===== src/rtl/err_delay_qual_pkg.sv =====
package err_delay_qual_pkg;
  localparam int unsigned CODE_W    = 8;
  localparam int unsigned SEG1_END  = 32;   // first code of the 2 ms segment
  localparam int unsigned SEG2_END  = 64;   // first code of the 4 ms segment
  localparam int unsigned SEG2_BASE = 34;
  localparam int unsigned SEG3_BASE = 100;
  localparam int unsigned DLY_MAX   = SEG3_BASE + 4 * ((1 << CODE_W) - 1 - SEG2_END);
  localparam int unsigned DLY_W     = $clog2(DLY_MAX + 1);

  function automatic logic [DLY_W-1:0] code_to_ms(input logic [CODE_W-1:0] code);
    int unsigned c;
    int unsigned v;
    c = 32'(code);
    if (c < SEG1_END)      v = c + 1;
    else if (c < SEG2_END) v = SEG2_BASE + 2 * (c - SEG1_END);
    else                   v = SEG3_BASE + 4 * (c - SEG2_END);
    return DLY_W'(v);
  endfunction
endpackage


===== src/rtl/edq_sync.sv =====
module edq_sync #(
  parameter int unsigned STAGES  = 2,
  parameter logic        RST_VAL = 1'b1
) (
  input  logic clk_i,
  input  logic rst_ni,
  input  logic d_i,
  output logic q_o
);
  logic [STAGES-1:0] stg_q;

  for (genvar i = 0; i < STAGES; i++) begin : g_stage
    always_ff @(posedge clk_i or negedge rst_ni) begin
      if (!rst_ni) stg_q[i] <= RST_VAL;
      else         stg_q[i] <= (i == 0) ? d_i : stg_q[(i == 0) ? 0 : i-1];
    end
  end

  assign q_o = stg_q[STAGES-1];
endmodule


===== src/rtl/edq_debounce.sv =====
module edq_debounce #(
  parameter int unsigned DEB_W = 4
) (
  input  logic             clk_i,
  input  logic             rst_ni,
  input  logic             tick_i,
  input  logic [DEB_W-1:0] code_i,
  input  logic             d_i,
  output logic             level_o
);
  logic             filt_q;
  logic [DEB_W-1:0] cnt_q;
  logic             pass;
  logic             done;

  assign pass = (code_i == '0);
  assign done = ({1'b0, cnt_q} + 1'b1) >= {1'b0, code_i};

  always_ff @(posedge clk_i or negedge rst_ni) begin
    if (!rst_ni) begin
      filt_q <= 1'b1;
      cnt_q  <= '0;
    end else if (pass) begin
      filt_q <= d_i;  // track so a later code change starts clean
      cnt_q  <= '0;
    end else if (d_i == filt_q) begin
      cnt_q  <= '0;
    end else if (tick_i) begin
      if (done) begin
        filt_q <= d_i;
        cnt_q  <= '0;
      end else begin
        cnt_q  <= cnt_q + 1'b1;
      end
    end
  end

  assign level_o = pass ? d_i : filt_q;
endmodule


===== src/rtl/edq_timer.sv =====
module edq_timer
  import err_delay_qual_pkg::*;
(
  input  logic             clk_i,
  input  logic             rst_ni,
  input  logic             tick_i,
  input  logic             level_i,
  input  logic [DLY_W-1:0] target_i,
  output logic             fire_o
);
  logic [DLY_W-1:0] cnt_q;
  logic             armed_q;

  // >= so that a shortened code mid-episode fires on the next tick
  assign fire_o = tick_i && !level_i && armed_q &&
                  (({1'b0, cnt_q} + 1'b1) >= {1'b0, target_i});

  always_ff @(posedge clk_i or negedge rst_ni) begin
    if (!rst_ni) begin
      cnt_q   <= '0;
      armed_q <= 1'b1;
    end else if (level_i) begin
      cnt_q   <= '0;
      armed_q <= 1'b1;
    end else if (fire_o) begin
      cnt_q   <= '0;
      armed_q <= 1'b0;
    end else if (tick_i && armed_q) begin
      cnt_q   <= cnt_q + 1'b1;
    end
  end
endmodule


===== src/rtl/err_delay_qual.sv =====
module err_delay_qual
  import err_delay_qual_pkg::*;
#(
  parameter int unsigned SYNC_STAGES = 2,
  parameter int unsigned DEB_W       = 4
) (
  input  logic              clk_i,
  input  logic              rst_ni,
  input  logic              err_ni,
  input  logic              tick_i,
  input  logic [CODE_W-1:0] delay_code_i,
  input  logic [DEB_W-1:0]  deb_code_i,
  input  logic              flag_clr_i,
  output logic              level_o,
  output logic              fault_pulse_o,
  output logic              err_flag_o
);
  logic             sync_lvl;
  logic             filt_lvl;
  logic [DLY_W-1:0] target;
  logic             fire;
  logic             pulse_q;
  logic             flag_q;

  edq_sync #(.STAGES(SYNC_STAGES), .RST_VAL(1'b1)) u_sync (
    .clk_i  (clk_i),
    .rst_ni (rst_ni),
    .d_i    (err_ni),
    .q_o    (sync_lvl)
  );

  edq_debounce #(.DEB_W(DEB_W)) u_deb (
    .clk_i   (clk_i),
    .rst_ni  (rst_ni),
    .tick_i  (tick_i),
    .code_i  (deb_code_i),
    .d_i     (sync_lvl),
    .level_o (filt_lvl)
  );

  assign target = code_to_ms(delay_code_i);

  edq_timer u_tmr (
    .clk_i    (clk_i),
    .rst_ni   (rst_ni),
    .tick_i   (tick_i),
    .level_i  (filt_lvl),
    .target_i (target),
    .fire_o   (fire)
  );

  always_ff @(posedge clk_i or negedge rst_ni) begin
    if (!rst_ni) begin
      pulse_q <= 1'b0;
      flag_q  <= 1'b0;
    end else begin
      pulse_q <= fire;
      if (fire)            flag_q <= 1'b1;  // set beats clear
      else if (flag_clr_i) flag_q <= 1'b0;
    end
  end

  assign level_o       = filt_lvl;
  assign fault_pulse_o = pulse_q;
  assign err_flag_o    = flag_q;
endmodule


===== config.mk =====
export PLATFORM = sky130hd
export DESIGN_NAME = err_delay_qual
export DESIGN_NICKNAME = d
export VERILOG_FILES = /design/src/rtl/err_delay_qual_pkg.sv /design/src/rtl/edq_sync.sv /design/src/rtl/edq_debounce.sv /design/src/rtl/edq_timer.sv /design/src/rtl/err_delay_qual.sv
export SDC_FILE = /design/constraint.sdc
export NUM_CORES = 1
export LEC_CHECK = 0
export BUFFER_PORTS_ARGS = -buffer_cell sky130_fd_sc_hd__buf_2
export CAP_MARGIN = 20
export CORE_UTILIZATION = 35
export DETAILED_ROUTE_END_ITERATION = 10
export PLACE_DENSITY = 0.65
export SKIP_CTS_REPAIR_TIMING = 1
export SLEW_MARGIN = 20
export SYNTH_ARGS = -nofsm -noshare
export SYNTH_HDL_FRONTEND = slang
export SYNTH_SLANG_ARGS = --single-unit

===== constraint.sdc =====
create_clock -name clk_i -period 2.62 [get_ports clk_i]
set_clock_uncertainty 0.1 [all_clocks]
set_input_delay 0.262 -clock clk_i [delete_from_list [all_inputs] [get_ports clk_i]]
set_output_delay 0.262 -clock clk_i [all_outputs]
set_load 0.05 [all_outputs]

======== After elaboration in Yosys (flattened, before gate mapping) ========
Index checks and enable logic that the tools add are counted.
storage, ports and cells
  output and inout bits ................... 3
  input port bits ......................... 17
  flip-flop bits (word level) ............. 20
  logic and storage cells ................. 54
operators by class
  muxes and demuxes ....................... 18
  add/subtract/negate cells ............... 9
  order comparisons ....................... 4
  reduce and logical (&&, ||, !) cells .... 13
  equal/unequal tests ..................... 2
operator list
  kind                   count
  $mux 10                5
  $mux 4                 4
  $add 10x1->11 const B  1
  $ge 11x10->1           1
  $add 10x1->10 const B  1
  $add 7x10->10 const A  1
  $add 8x10->10 const A  1
  $add 8x1->9 const B    1
  $mux 1                 9
  $sub 8x6->9 const B    1
  $lt 8x6->1 const B     1
  $lt 8x7->1 const B     1
  $reduce_bool 2->1      4
  $sub 8x7->8 const B    1
  $reduce_bool 3->1      2
  $add 4x1->5 const B    1
  $ge 5x4->1             1
  $add 4x1->4 const B    1
  $logic_and 1x1->1      4
  $logic_not 4->1        1
  $reduce_and 3->1       1
  $ne 2x1->1 const B     1
  $eq 1x1->1             1
  $logic_not 1->1        1

======== Longest topological paths before layout ========
  depth after elaboration ................. 8
  depth in mapped cells ................... 16
  depth with buffers taken out ............ 15

======== Hierarchy ========
From an unflattened synthesis, not the netlist that was laid out.
unflattened totals
  cell total of the unflattened synthesis .. 217
  area total of the unflattened synthesis .. 1918.1 µm²
by module, submodules not included
  module          seq. area each (µm²)  area an instance (µm²)  cells an instance  times used
  edq_timer       276.5                 812.0                   90                 1
  err_delay_qual  50.0                  599.3                   82                 1
  edq_debounce    126.4                 454.2                   43                 1
  edq_sync        52.6                  52.6                    2                  1

======== Least setup slack after synthesis ========
Ideal clock, no wire load.
  path kind ............................... input-to-reg
  start ................................... in delay_code_i[0]
  end ..................................... reg u_tmr.cnt_q[4]
  setup time .............................. 83 ps
  slack ................................... -159 ps
  stages on the path ...................... 14
  data required time ...................... 2437 ps
  data arrival time ....................... 2596 ps
  buffers on the path ..................... 1
  cell sequence ........................... ha_1 a211oi_1 nor2_1 xnor2_1 a21o_1 a21oi_1 a21o_1 ha_1 a21o_1 a211oi_1 o211a_4 buf_6 nand3_2 a31oi_1
between the ends
  word-level cells in the longest chain between the ends .. 8
  elaborated cells on any way between the ends .. 14
  those cells by class .................... add/sub (5); order compare (3); mux (4); reduce/logical (2)
RTL lines
  what                                                   line                                                RTL
  start: declaration                                     err_delay_qual.sv:11                                input logic [CODE_W-1:0] delay_code_i,
  $sub 8x6->9 / $sub 8x7->8 (equally long branches)      err_delay_qual_pkg.sv:15, err_delay_qual_pkg.sv:16
  $add 7x10->10 / $add 8x10->10 (equally long branches)  err_delay_qual_pkg.sv:15, err_delay_qual_pkg.sv:16
  $mux 10                                                err_delay_qual_pkg.sv:15                            else if (c < SEG2_END) v = SEG2_BASE + 2 * (c - SEG1_END);
  $mux 10 *                                              err_delay_qual_pkg.sv:14                            if (c < SEG1_END) v = c + 1;
  $ge 11x10->1 *                                         edq_timer.sv:16                                     (({1'b0, cnt_q} + 1'b1) >= {1'b0, target_i});
  $logic_and 1x1->1 *                                    edq_timer.sv:15                                     assign fire_o = tick_i && !level_i && armed_q &&
  $mux 10                                                edq_timer.sv:25                                     end else if (fire_o) begin
  $mux 10                                                edq_timer.sv:22                                     end else if (level_i) begin
  end signal: assignment                                 edq_timer.sv:29                                     cnt_q <= cnt_q + 1'b1;
  end: declaration                                       edq_timer.sv:11                                     logic [DLY_W-1:0] cnt_q;
Mark *: on every way between the ends. The rest lies on a longest branch, timed or not.
A chain may end at the register's enable or synchronous reset.

======== Final worst setup path ========
  start ................................... reg u_tmr.cnt_q[0]
  end ..................................... reg u_tmr.cnt_q[3]
between the ends
  word-level cells in the longest chain between the ends .. 5
  elaborated cells on any way between the ends .. 8
  those cells by class .................... add/sub (2); order compare (1); mux (3); reduce/logical (2)
RTL lines
  what               line
  $add 10x1->11      edq_timer.sv:16
  $ge 11x10->1       edq_timer.sv:16
  $logic_and 1x1->1  edq_timer.sv:15
  $mux 10            edq_timer.sv:25
  $mux 10            edq_timer.sv:22
Parallel ways exist; a longest one is shown, timed or not. The select of a mux whose other input is x is not followed.

==> results.json <==
{
  "half_perimeter_wire_length_of_the_detailed_placement_result_um": 3220,
  "fillers": 491,
  "xor_and_xnor_area_share_after_synthesis_pct": 9.42,
  "vdd_drop_max_mv": 0.346,
  "synth_edf_count": 0,
  "ant_nets": 0,
  "routabilityCongestion": 0.770,
  "timing.fmax_mhz": 379,
  "cts_tree": "done",
  "io_pins": 20,
  "synth_cell_type_count": 41,
  "timing.critical_path.from_type": "register",
  "worst-endpoint-arrival_ns": 2.71,
  "port_buffers": 19,
  "clkLatencyLatePin_ns": 0.26,
  "tritoncts.num_buffers": 3,
  "final.setup.worst_slack_ns": -0.0156,
  "netlist.area_leader.share_pct": 20.5,
  "vias_in_the_first_global_route": 1633,
  "largest_fanout_of_any_net_on_the_critical_path": 8,
  "placement.cell_area_um2": 2310,
  "synthFlopType": "dfrtp_1",
  "synthSimpleGateAreaFrac_pct": 24.2,
  "crit_path_slowest_cell": "dfrtp_1",
  "final_area_um2": 2580,
  "fp.dieW_um": 76.7,
  "routed_wirelength_um": 4620,
  "initial_core_util_pct": 37.3,
  "synth_warn": 0,
  "setup_total_negative_slack_ns": -0.0156,
  "layout_worst_path_cycle_share_pct": 101,
  "areaGrowthSynthToFinish_pct": 32.1,
  "drc_errors": 0,
  "synth_top_cell_by_area": "dfrtp_1",
  "commonest_non_fill_non_tap_cells_in_the_layout": "buf_4, nand2_1, a21oi_1",
  "path_cells": "ha_2, nand3_4, nor2_4, nand3_4, xnor2_4, ha_4, a21o_1, a211oi_4, o211a_4, nand3_1, a31oi_1",
  "synthesis.area_per_instance_um2": 8.28,
  "critPathMostFrequentCell": "nand3_4",
  "async_reset_ff_share_pct": 100,
  "dr_total_vias": 1816,
  "critical_path.max_stage_delay_ns": 0.39,
  "hold_class": "in -> reg",
  "slew-limit-headroom_pct": 63.2,
  "power_density_nw_per_um2": 466,
  "grt_antenna_before_repair": 0,
  "critical_path_required_ns": 2.69,
  "core_um2": 5240,
  "instance_count_of_the_mapped_netlist": 236,
  "route.detailed.wl_per_inst_um": 13.1,
  "drt_iter0_markers": 60,
  "fp.dieArea_um2": 5880,
  "synth_fa_ha_area_share_pct": 16.0,
  "violated_checks": "setup timing",
  "synth_compound_gate_area_share_pct": 18.2,
  "synthesized_cell_area_um2": 1950,
  "drt_pass1_iterations": 4,
  "setup_viol_count_final": 1,
  "finished_core_util_pct": 49.3,
  "synth_sequential_area_ratio_pct": 25.9,
  "whs_ns": 0.159,
  "route.detailed.vias_per_inst": 5.14,
  "globalRouteOverflowTotal": 0,
  "clock-root-buffer": "clkbuf_8",
  "synth-seq-cells": 20,
  "clock_sinks": 20,
  "layout.cells.most_common": "buf_4",
  "clk_pin_slew_worst_paths_ns": 0.07,
  "report.final.slew_viol_count": 0,
  "core.rowCount": 26,
  "cts-htree-levels": 1,
  "grt_setup_unrepaired": "yes",
  "post_synth_main_area_contributors": "dfrtp_1, ha_1, xnor2_1, a21oi_1, nand2_1",
  "num_antenna_cells": 0,
  "final.min_clock_period_ns": 2.64,
  "p_leak_nw": 1.16,
  "grt_first_pass_wirelength_um": 7120,
  "die_span_in_y_um": 76.7,
  "worst-setup-path-type": "reg -> reg",
  "max-cap-violations": 0,
  "synth.net_count": 278,
  "final_nets": 326,
  "outcome": "finished with violations",
  "grt_max_degree": 21,
  "hold_fails_final_rpt": 0,
  "max-clock-path-buffers": 2,
  "synth_mux_area_share_pct": 1.15,
  "grtUsageTotal_pct": 14.4,
  "combinational_family_with_the_most_area_after_synthesis": "simple AND/OR/NAND/NOR gates",
  "dpl_worst_slack_ns": -0.285,
  "worst_slew_pin_slew_ns": 0.551,
  "timing.critical_path.to_type": "register",
  "fraction_of_layout_cells_with_a_size_suffix_above_1_pct": 31.8
}
where the power goes:
part           internal, mW  switching [mW]  leakage (nW)
Combinational         0.253           0.310         0.868
Sequential            0.358          0.0464         0.263
Clock                 0.134           0.102        0.0288
cells by family after synthesis:
logic type	after synthesis
AND/OR/NAND/NOR	87
multiplexers	2
AO/OA/AOI/OAI	57
XOR/XNOR	21
adder cells (fa/ha/maj)	25
flip-flops	20
buffers and inverters	24
per-stage QoR:
stage	total power, mW	instances
3_3_place_gp	0.915	343
2_1_floorplan	0.766	236
3_5_place_dp	0.927	343
5_1_grt	1.29	353
4_1_cts	1.17	347
6_report	1.20	353
per-layer routing:
layer,part of all wire [%],routed length [um],global-route usage [%]
met5,0,0,0
met4,1.2,55,4.23
met3,2.5,114,1.90
met2,49,2290,23.5
met1,47,2170,19.8
final cells by class:
type / instances / area (um2) / share of cell area [%]
multi-input combinational: 193 / 1510 / 58.6
clock buffer: 4 / 55.1 / 2.13
sequential: 20 / 505 / 19.6
tap: 70 / 87.6 / 3.39
inverter: 12 / 45.0 / 1.75
timing repair buffer: 54 / 375 / 14.5
registers in the layout, summed over array words and instances, names as in the netlist:
signal	flops
u_sync.stg_q	1
u_deb.filt_q	1
err_flag_o	1
u_deb.cnt_q	4
u_tmr.cnt_q	10
u_sync.q_o	1
fault_pulse_o	1
u_tmr.armed_q	1
path summary, 6_finish.rpt:
kind | startpoint | slack (ns) | cells past startpoint | endpoint
max in group asynchronous | rst_ni | 1.71 | 2 | u_deb.filt_q$_DFFE_PN1P_
hold reg to reg | u_sync.stg_q[0]$_DFF_PN1_ | 0.26 | 0 | u_sync.q_o$_DFF_PN1_
hold / removal | flag_clr_i | 0.16 | 3 | err_flag_o$_DFFE_PN0P_
min in group asynchronous | rst_ni | 0.37 | 2 | u_tmr.cnt_q[5]$_DFFE_PN0P_
setup reg to reg | u_tmr.cnt_q[0]$_DFFE_PN0P_ | -0.02 | 11 | u_tmr.cnt_q[3]$_DFFE_PN0P_
setup / recovery | u_tmr.cnt_q[0]$_DFFE_PN0P_ | -0.02 | 11 | u_tmr.cnt_q[3]$_DFFE_PN0P_
worst max-delay path, delay by kind of cell (launching register included):
family / cells / cell delay (ns)
and+or+nand+nor: 4 / 0.43
adders and majority gates: 2 / 0.45
DFF: 1 / 0.39
AOI/OAI and AO/OA: 4 / 0.94
xor gates and xnor gates: 1 / 0.23
Yosys cell counts (2+ instances only):
master    instances
inv_1            12
buf_2             3
dfrtp_1          16
a21o_1            7
clkbuf_1          7
nand4_1           3
nor3_1            6
and2_1            2
a21oi_1          24
ha_1             25
nand2b_1          6
dfstp_2           4
xor2_1            5
xnor2_1          16
and3_1            2
o21ai_0           9
a31oi_1           5
nand3_2           3
nor2_1           13
mux2_2            2
nand3_1          14
nand3b_1          2
nand2_1          29
a211oi_1          4
(Power assumes the default switching activity.)
